[src/rtl/nansel_pkg.sv]
// Package: class codes shared by the selector modules and its checker.
// Assumes the three-bit class code is read as signed by users but ordered
// as unsigned for priority.
package nansel_pkg;
    localparam int CLS_W = 3;

    typedef enum logic [CLS_W-1:0] {
        CLS_ZERO = 3'b000,
        CLS_NUM  = 3'b001,
        CLS_INF  = 3'b010,
        CLS_SNAN = 3'b110,
        CLS_QNAN = 3'b111
    } op_class_e;
endpackage

[src/rtl/nansel_decode.sv]
// Module: decodes one class code into NaN-kind flags.
// Assumes codes other than the two NaN codes are never NaNs.
module nansel_decode
    import nansel_pkg::*;
(
    input  logic [CLS_W-1:0] cls,
    output logic             is_snan,
    output logic             is_qnan
);
    // Flag the two NaN encodings.
    always_comb begin
        is_snan = (cls == CLS_SNAN);
        is_qnan = (cls == CLS_QNAN);
    end
endmodule

[src/rtl/nansel_order.sv]
// Module: orders two packed operands by an unsigned class comparison.
// Operand a reaches the high slot only when its class is strictly greater;
// ties send operand b high. Assumes the class occupies the top bits of
// each packed operand.
module nansel_order
    import nansel_pkg::*;
#(
    parameter int OP_W = 36
) (
    input  logic [OP_W-1:0] a_vec,
    input  logic [OP_W-1:0] b_vec,
    output logic [OP_W-1:0] lo_vec,
    output logic [OP_W-1:0] hi_vec
);
    logic [CLS_W-1:0] a_key;
    logic [CLS_W-1:0] b_key;
    logic             a_above;

    // Extract class keys and compare them unsigned.
    always_comb begin
        a_key   = a_vec[OP_W-1 -: CLS_W];
        b_key   = b_vec[OP_W-1 -: CLS_W];
        a_above = (a_key > b_key);
    end

    // Route the operands into the two slots.
    always_comb begin
        if (a_above) begin
            hi_vec = a_vec;
            lo_vec = b_vec;
        end else begin
            hi_vec = b_vec;
            lo_vec = a_vec;
        end
    end
endmodule

[src/rtl/nansel_pick.sv]
// Module: applies the NaN precedence rules to the NaN flags of both
// operands. Signalling NaNs outrank quiet NaNs; between two NaNs of the
// same kind operand b wins. Assumes each flag pair is mutually exclusive.
module nansel_pick (
    input  logic a_snan,
    input  logic a_qnan,
    input  logic b_snan,
    input  logic b_qnan,
    output logic use_nan,
    output logic take_a,
    output logic make_quiet,
    output logic any_snan
);
    // Decide which NaN, if any, becomes the result.
    always_comb begin
        any_snan   = a_snan | b_snan;
        use_nan    = any_snan | a_qnan | b_qnan;
        make_quiet = any_snan;
        if (any_snan) begin
            take_a = a_snan & ~b_snan;
        end else begin
            take_a = a_qnan & ~b_qnan;
        end
    end
endmodule

[src/rtl/nan_select.sv]
// Module: top of the NaN and special operand selector.
// Applies the subtract sign flip, decodes both operands, orders them, picks
// the NaN result if any, and registers every output one cycle after
// in_valid. Assumes normalized mantissas with the leading one at the top.
module nan_select
    import nansel_pkg::*;
#(
    parameter int EXP_W  = 8,
    parameter int MANT_W = 24
) (
    input  logic              clk,
    input  logic              rst_n,
    input  logic              in_valid,
    input  logic              in_sub,
    input  logic [2:0]        a_cls,
    input  logic              a_sign,
    input  logic [EXP_W-1:0]  a_exp,
    input  logic [MANT_W-1:0] a_mant,
    input  logic [2:0]        b_cls,
    input  logic              b_sign,
    input  logic [EXP_W-1:0]  b_exp,
    input  logic [MANT_W-1:0] b_mant,
    output logic              out_valid,
    output logic [2:0]        res_cls,
    output logic              res_sign,
    output logic [EXP_W-1:0]  res_exp,
    output logic [MANT_W-1:0] res_mant,
    output logic              res_bypass,
    output logic              res_invalid,
    output logic [2:0]        lo_cls,
    output logic              lo_sign,
    output logic [EXP_W-1:0]  lo_exp,
    output logic [MANT_W-1:0] lo_mant,
    output logic [2:0]        hi_cls,
    output logic              hi_sign,
    output logic [EXP_W-1:0]  hi_exp,
    output logic [MANT_W-1:0] hi_mant
);
    localparam int OP_W = CLS_W + 1 + EXP_W + MANT_W;
    localparam int QBIT = MANT_W - 2;
    localparam int NOPS = 2;

    logic [OP_W-1:0] op_vec [NOPS];
    logic [NOPS-1:0] snan_f;
    logic [NOPS-1:0] qnan_f;
    logic [OP_W-1:0] lo_vec;
    logic [OP_W-1:0] hi_vec;
    logic            use_nan;
    logic            take_a;
    logic            make_quiet;
    logic            any_snan;
    logic [OP_W-1:0] nan_vec;
    logic [OP_W-1:0] res_next;

    logic [OP_W-1:0] res_q;
    logic [OP_W-1:0] lo_q;
    logic [OP_W-1:0] hi_q;

    // Pack both operands, flipping the sign of b on a subtract request.
    always_comb begin
        op_vec[0] = {a_cls, a_sign, a_exp, a_mant};
        op_vec[1] = {b_cls, b_sign ^ in_sub, b_exp, b_mant};
    end

    // One class decoder per operand.
    for (genvar gi = 0; gi < NOPS; gi++) begin : g_dec
        nansel_decode u_dec (
            .cls     (op_vec[gi][OP_W-1 -: CLS_W]),
            .is_snan (snan_f[gi]),
            .is_qnan (qnan_f[gi])
        );
    end

    nansel_order #(.OP_W(OP_W)) u_order (
        .a_vec  (op_vec[0]),
        .b_vec  (op_vec[1]),
        .lo_vec (lo_vec),
        .hi_vec (hi_vec)
    );

    nansel_pick u_pick (
        .a_snan     (snan_f[0]),
        .a_qnan     (qnan_f[0]),
        .b_snan     (snan_f[1]),
        .b_qnan     (qnan_f[1]),
        .use_nan    (use_nan),
        .take_a     (take_a),
        .make_quiet (make_quiet),
        .any_snan   (any_snan)
    );

    // Build the NaN result, quieting it when a signalling NaN was chosen.
    always_comb begin
        nan_vec = take_a ? op_vec[0] : op_vec[1];
        if (make_quiet) begin
            nan_vec[OP_W-1 -: CLS_W] = CLS_QNAN;
            nan_vec[QBIT]            = 1'b1;
        end
        res_next = use_nan ? nan_vec : hi_vec;
    end

    // Output register stage, loaded on each valid input.
    always_ff @(posedge clk) begin
        if (!rst_n) begin
            out_valid   <= 1'b0;
            res_bypass  <= 1'b0;
            res_invalid <= 1'b0;
            res_q       <= '0;
            lo_q        <= '0;
            hi_q        <= '0;
        end else begin
            out_valid <= in_valid;
            if (in_valid) begin
                res_bypass  <= use_nan;
                res_invalid <= any_snan;
                res_q       <= res_next;
                lo_q        <= lo_vec;
                hi_q        <= hi_vec;
            end
        end
    end

    // Unpack the registered operands onto the ports.
    always_comb begin
        {res_cls, res_sign, res_exp, res_mant} = res_q;
        {lo_cls, lo_sign, lo_exp, lo_mant}     = lo_q;
        {hi_cls, hi_sign, hi_exp, hi_mant}     = hi_q;
    end
endmodule

[config.mk]
export PLATFORM = sky130hd
export DESIGN_NAME = nan_select
export DESIGN_NICKNAME = d
export VERILOG_FILES = /design/src/rtl/nansel_pkg.sv /design/src/rtl/nansel_decode.sv /design/src/rtl/nansel_order.sv /design/src/rtl/nansel_pick.sv /design/src/rtl/nan_select.sv
export SDC_FILE = /design/constraint.sdc
export NUM_CORES = 1
export LEC_CHECK = 0
export BUFFER_PORTS_ARGS = -buffer_cell sky130_fd_sc_hd__buf_2
export CORE_ASPECT_RATIO = 0.8
export CORE_MARGIN = 4
export CORE_UTILIZATION = 40
export CTS_CLUSTER_SIZE = 24
export DETAILED_ROUTE_END_ITERATION = 7
export PLACE_DENSITY = 0.78
export SLEW_MARGIN = 30
export SYNTH_ARGS = -nofsm -noshare
export SYNTH_HDL_FRONTEND = slang
export SYNTH_SLANG_ARGS = --single-unit
[constraint.sdc]
create_clock -name clk -period 1.5 [get_ports clk]
set_input_delay 0.075 -clock clk [delete_from_list [all_inputs] [get_ports clk]]
set_output_delay 0.075 -clock clk [all_outputs]
set_load 0.1 [all_outputs]
# == Yosys cells after proc, flatten, opt, wreduce, memory -nomap -nowiden ==
# Index checks and enable logic that the tools add are counted.
# op_classes
n_eq_ne,4
order_cmp,1
bitwise,8
mux,7
# ops
operator,count
$mux W36,4
$eq A3 B3 Y1 const B,4
$gt A3 B3 Y1,1
$mux W3,1
$or A1 B1 Y1,3
$and A1 B1 Y1,2
$mux W1,2
$not A1 Y1,2
$xor A1 B1 Y1,1
# word_totals
ff_bits,111
word_cells,26

# == Logic depth before layout (Yosys ltp) ==
# logic_depth
word_depth,7
ltp_mapped,9

# == Cells and area by module ==
# A second synthesis with hierarchy kept.
# hier_totals
cells_unflattened,580
area_unflattened_um2,6017.0
# modules_own_cells
mod,seq_area_each_um2,cells_per_inst,area_each_um2,instances
nan_select,2222.1,479,4942.2,1
nansel_order,0.0,91,1007.2,1
nansel_pick,0.0,6,35.0,1
nansel_decode,0.0,2,16.3,2

# == Worst setup path before layout ==
# OpenSTA, ideal clock, no wires.
# synth_timing
path_type,input to register
startpoint,in b_cls[2]
endpoint,reg lo_q[27]
setup_ns,0.133
required_time_ns,1.367
stages,8
n_path_buf,2
t_arrival_ns,1.362
path_slack_ns,0.005
path_cell_list,inv_1 ha_1 and3_1 a21oi_2 buf_4 buf_4 mux2i_1 a21oi_1
# synth_via
elab_chain_cells,2
# synth_rtl
element,line_no,source
start: declaration,nan_select.sv:19,"input logic [2:0] b_cls,"
$gt A3 B3 Y1,nansel_order.sv:23,a_above = (a_key > b_key);
$mux W36,nansel_order.sv:28,if (a_above) begin
end signal: assignment,nan_select.sv:117,lo_q <= lo_vec;
end: declaration,nan_select.sv:56,logic [OP_W-1:0] lo_q;
# No other way between the ends.
# A chain may end at the register's enable or synchronous reset.

# == Worst setup path after layout ==
# layout_timing
startpoint,in a_cls[2]
endpoint,reg res_q[21]
# layout_via
elab_chain_cells,5
word_cells_on_any_way,12
classes_between,order compare: 1; eq/ne: 2; mux: 4; bitwise: 5
# layout_rtl
element,line_no,source
start: declaration,nan_select.sv:15,"input logic [2:0] a_cls,"
$eq A3 B3 Y1 (on tied branches),"nansel_decode.sv:13, nansel_decode.sv:12",
$and A1 B1 Y1 (tied with other cells),nansel_pick.sv:22,take_a = a_qnan & ~b_qnan;
$mux W1 or $or A1 B1 Y1 (tied branches),"nansel_pick.sv:19, nansel_pick.sv:17",
$mux W36 or $or A1 B1 Y1 (tied branches),"nan_select.sv:94, nansel_pick.sv:17",
$mux W36 *,nan_select.sv:99,res_next = use_nan ? nan_vec : hi_vec;
end signal: assignment,nan_select.sv:116,res_q <= res_next;
end: declaration,nan_select.sv:55,logic [OP_W-1:0] res_q;
# Every way passes the cells marked *; elsewhere a longest branch is shown, timed or not.

==> flow_summary.rst <==
.. list-table::
   :header-rows: 1

   * - Metric
     - Value
   * - Pins Over Slew Limit
     - 0
   * - Outcome
     - finished, final reports clean
   * - Cell Area, Synth
     - 4741 µm²
   * - Cell area power density
     - between 1000 and 1500 nW/µm²
   * - HPWL reported at the end of detailed placement
     - 9220 µm
   * - Maximum clock frequency
     - 0.6981 GHz
   * - Number of design-rule violations left by the first detailed-router iteration
     - around 220
   * - Placed instance count
     - 860
   * - R2R Path End
     - lo_q[8]
   * - Cts bufs inserted
     - 9
   * - Syn nets
     - 627
   * - Startpoint class of the critical path
     - primary input
   * - Min Tclk post-route
     - around 1.4 ns
   * - Yosys warning total
     - 0
   * - Switching part of the total power
     - 0.4214
   * - Net switching component of the power
     - 3.906 mW
   * - Hold path depth
     - 3
   * - Type of element capturing the critical path
     - flip-flop
   * - Overall die area
     - 13670 µm²
   * - Most frequent standard cell in the layout excluding fill and tap cells
     - buf_2
   * - Total global routing overflow
     - 0
   * - Leakage power summed over all cells
     - 3.150 nW
   * - Clock-pin slew on the worst setup and hold paths
     - roughly 0.08 ns
   * - Initial antenna violation count
     - 0
   * - Synthesized area per cell
     - 8.651 µm²
   * - Endpoints failing setup
     - 0
   * - Unrepaired setup endpoints after global routing
     - true
   * - Most frequent cells in the layout
     - 185 x buf_2, 111 x dfxtp_1, 108 x o21ai_0
   * - Slew at the pin closest to its max-slew limit
     - a little over 0.5 ns
   * - Worst path buffer plus inverter count
     - 2
   * - Antenna fix cells
     - 0
   * - Floorplan row count
     - 35
   * - Yosys cell types
     - 26
   * - Clock tree from TritonCTS
     - built
   * - Internal Dissipation
     - 5.363 mW
   * - Longest Clk Path Bufs
     - 2
   * - Cell at the root of the clock tree
     - clkbuf_16
   * - Wire length per cell
     - 15.11 µm
   * - Top post-synthesis cells by area
     - dfxtp_1 47%, mux2i_1 15%, o21ai_0 11%
   * - Worst max-slew margin expressed relative to the limit
     - 0.6590
   * - I/O Pins
     - between 150 and 200
   * - Setup slack, reg-to-reg
     - around 0.80 ns
   * - Wire length of the first global-routing pass
     - 20990 µm
   * - Post-route ant nets
     - 0
   * - Number of vias per cell after detailed routing
     - around 5.2
   * - Setup Crit Path Kind
     - primary input to flip-flop
   * - Data arrival time of the critical path
     - 1.70 ns
   * - Biggest fanout along the worst timing path
     - 10
   * - All-layer global routing usage
     - 0.1865
   * - Die extent in x
     - around 130 µm
   * - Layout Cells excl Fill
     - roughly 900
   * - Maximum vdd ir drop
     - 0.7103 mV
   * - Total number of vias
     - 4724
   * - Overall routed net length
     - 13640 µm
   * - Pin count of the biggest net entering global routing
     - 86
   * - Worst-Skew Late Latency
     - between 0.3 and 0.4 ns
   * - Synthesized instance count
     - 548
   * - Worst hold-check path type
     - primary input to flip-flop
   * - Number of nets in the finished design
     - around 830
   * - Share of cells above drive strength 1
     - 0.3166
   * - Last weighted congestion value of the routability-driven placer
     - slightly below 0.9
   * - Worst stage delay on the critical path
     - 0.33 ns
   * - Comb pwr share
     - 0.379
   * - Worst Hold Launch
     - b_mant[18]
   * - Clk network pwr share
     - 0.263
   * - Startpoint of the most critical register-to-register path
     - lo_q[8]
   * - Seq/Total Area, Yosys
     - 0.4687
   * - Height of the die
     - 105.4 µm
   * - Sink Count
     - about 110
   * - Share of the clock period used by the worst path after layout
     - 0.9550
   * - Number of H-tree levels
     - 3
   * - Slowest cell on the critical path
     - ha_1
   * - CP cell instances
     - buf_2 -> ha_1 -> and3_1 -> a21oi_4 -> a21o_1 -> buf_4 -> nand2_1 -> a31oi_1
   * - Layout-stage area growth over the synthesis result
     - 39.14%
   * - Worst path required time
     - approximately 1.8 ns
   * - Flop and latch count out of synthesis
     - 111
   * - Depth of the most critical reg-to-reg path
     - 2
   * - Count of buffers from port buffering
     - 186
   * - Effective utilization at floorplan
     - 0.4101
   * - Most area-hungry cell type in the Yosys netlist
     - dfxtp_1
   * - FILL cells
     - 1039
   * - Category of cells accounting for the largest share of critical-path delay
     - compound AO/OA/AOI/OAI gates
   * - Area fraction of the dominant cell type after synthesis
     - 0.4687
   * - Part of the total power dissipated in sequential elements
     - 0.358
   * - Number of global-route vias before repair
     - 4215
   * - Area of the placeable core
     - 11560 µm²
   * - DR pass1 iterations
     - 5
   * - Maximum clock skew at final layout
     - 0 ns
   * - Maxcap violations
     - 0
   * - Worst-case hold path end point
     - res_q[18]
   * - Total DRC errors in the routed layout
     - 0
   * - Hold violation count in the final report
     - 0
   * - Worst-case hold slack
     - 0.01417 ns
## worst register-to-register path, delay by kind of cell, from the launching register on
| kind | cells | cell delay (ns) |
|---|---|---|
| DFF | 1 | 0.33 |
| AOI/OAI and AO/OA | 2 | 0.25 |
## stage by stage
stage	power [mW]	setup WS [ns]	TNS, ns	instance area [µm²]	util
2_1_floorplan	6.031	0.005203	0	4741	-
3_3_place_gp	6.737	-0.2114	-17.65	5968	0.5162
3_5_place_dp	6.762	-0.2651	-22.19	5968	0.5162
4_1_cts	9.247	0.09763	0	6504	0.5626
5_1_grt	9.653	-0.009795	-0.03353	6596	0.5706
6_report	9.269	0.06747	0	6596	0.5706
## cell usage after synthesis (all sizes together)
master and instances:
nand3b 3, xnor2 1, clkbuf 33, and2 1, buf 17, a21oi 81, nand2 68, nor3 2
o22ai 2, and3 1, inv 4, nor2 4, and3b 1, dfxtp 111, o211a 2, o21ai 110
o22a 1, a31oi 30, nand2b 1, a21o 1, mux2i 71, ha 3
## layout make-up
| cell class | instances | area [µm²] | area share |
|---|---|---|---|
| tap | 148 | 185.2 | 0.02807 |
| clock inverter | 7 | 80.08 | 0.01214 |
| clock buffer | 9 | 225.2 | 0.03414 |
| inverter | 4 | 15.01 | 0.002276 |
| timing repair buffer | 241 | 1555 | 0.2358 |
| multi-input combinational | 383 | 2313 | 0.3507 |
| sequential | 111 | 2222 | 0.3369 |
## worst max-delay path by stage
stage / start / endpoint / cells past startpoint / slack [ns]
4_1_cts: a_cls[2] / res_q[3] / 8 / 0.1
3_5_place_dp: a_cls[2] / res_q[3] / 8 / -0.27
5_1_grt: b_cls[2] / res_q[17] / 9 / -0.01
2_1_floorplan: b_cls[2] / lo_q[27] / 8 / 0.005
6_report: a_cls[2] / res_q[21] / 8 / 0.07
3_3_place_gp: a_cls[2] / res_q[3] / 8 / -0.21
## routing by layer
| metal | routed length, µm | vias up | global-route usage |
|---|---|---|---|
| li1 | - | 2367 | - |
| met5 | 0 | - | 0 |
| met1 | 6085 | 2177 | 0.2576 |
| met4 | 124 | 0 | 0.04451 |
| met2 | 6359 | 170 | 0.2899 |
| met3 | 1072 | 10 | 0.05015 |
## cells by family (layout without fill, tap and decap cells)
logic type	Yosys count	after routing	share of synthesized area
XOR/XNOR	1	1	0.001848
adder cells (fa/ha/maj)	3	3	0.007919
AO/OA/AOI/OAI	227	227	0.2523
AND/OR/NAND/NOR	81	81	0.06968
buffers and inverters	54	261	0.04962
flip-flops	111	111	0.4687
multiplexers	71	71	0.1499
## registers in the layout, summed over array words and instances, names as in the netlist
name,cells
res_q,36
out_valid,1
hi_q,36
lo_q,36
res_invalid,1
res_bypass,1
## what timing repair did
action                                 4_1_cts  5_1_grt
endpoints found under the hold margin       14        0
setup endpoints to repair                    0        8
hold buffers                                23        0
setup buffers                                0        2
resized for setup                            0        4
## power by group through the flow
stage	Combinational, mW	Clock (mW)	Sequential, mW
2_1_floorplan	0.847	0	5.18
3_3_place_gp	3.36	0	3.38
3_5_place_dp	3.38	0	3.38
4_1_cts	3.43	2.50	3.32
5_1_grt	3.68	2.62	3.35
6_report	3.51	2.44	3.32
Note: power is estimated with default switching activity, not from simulation.
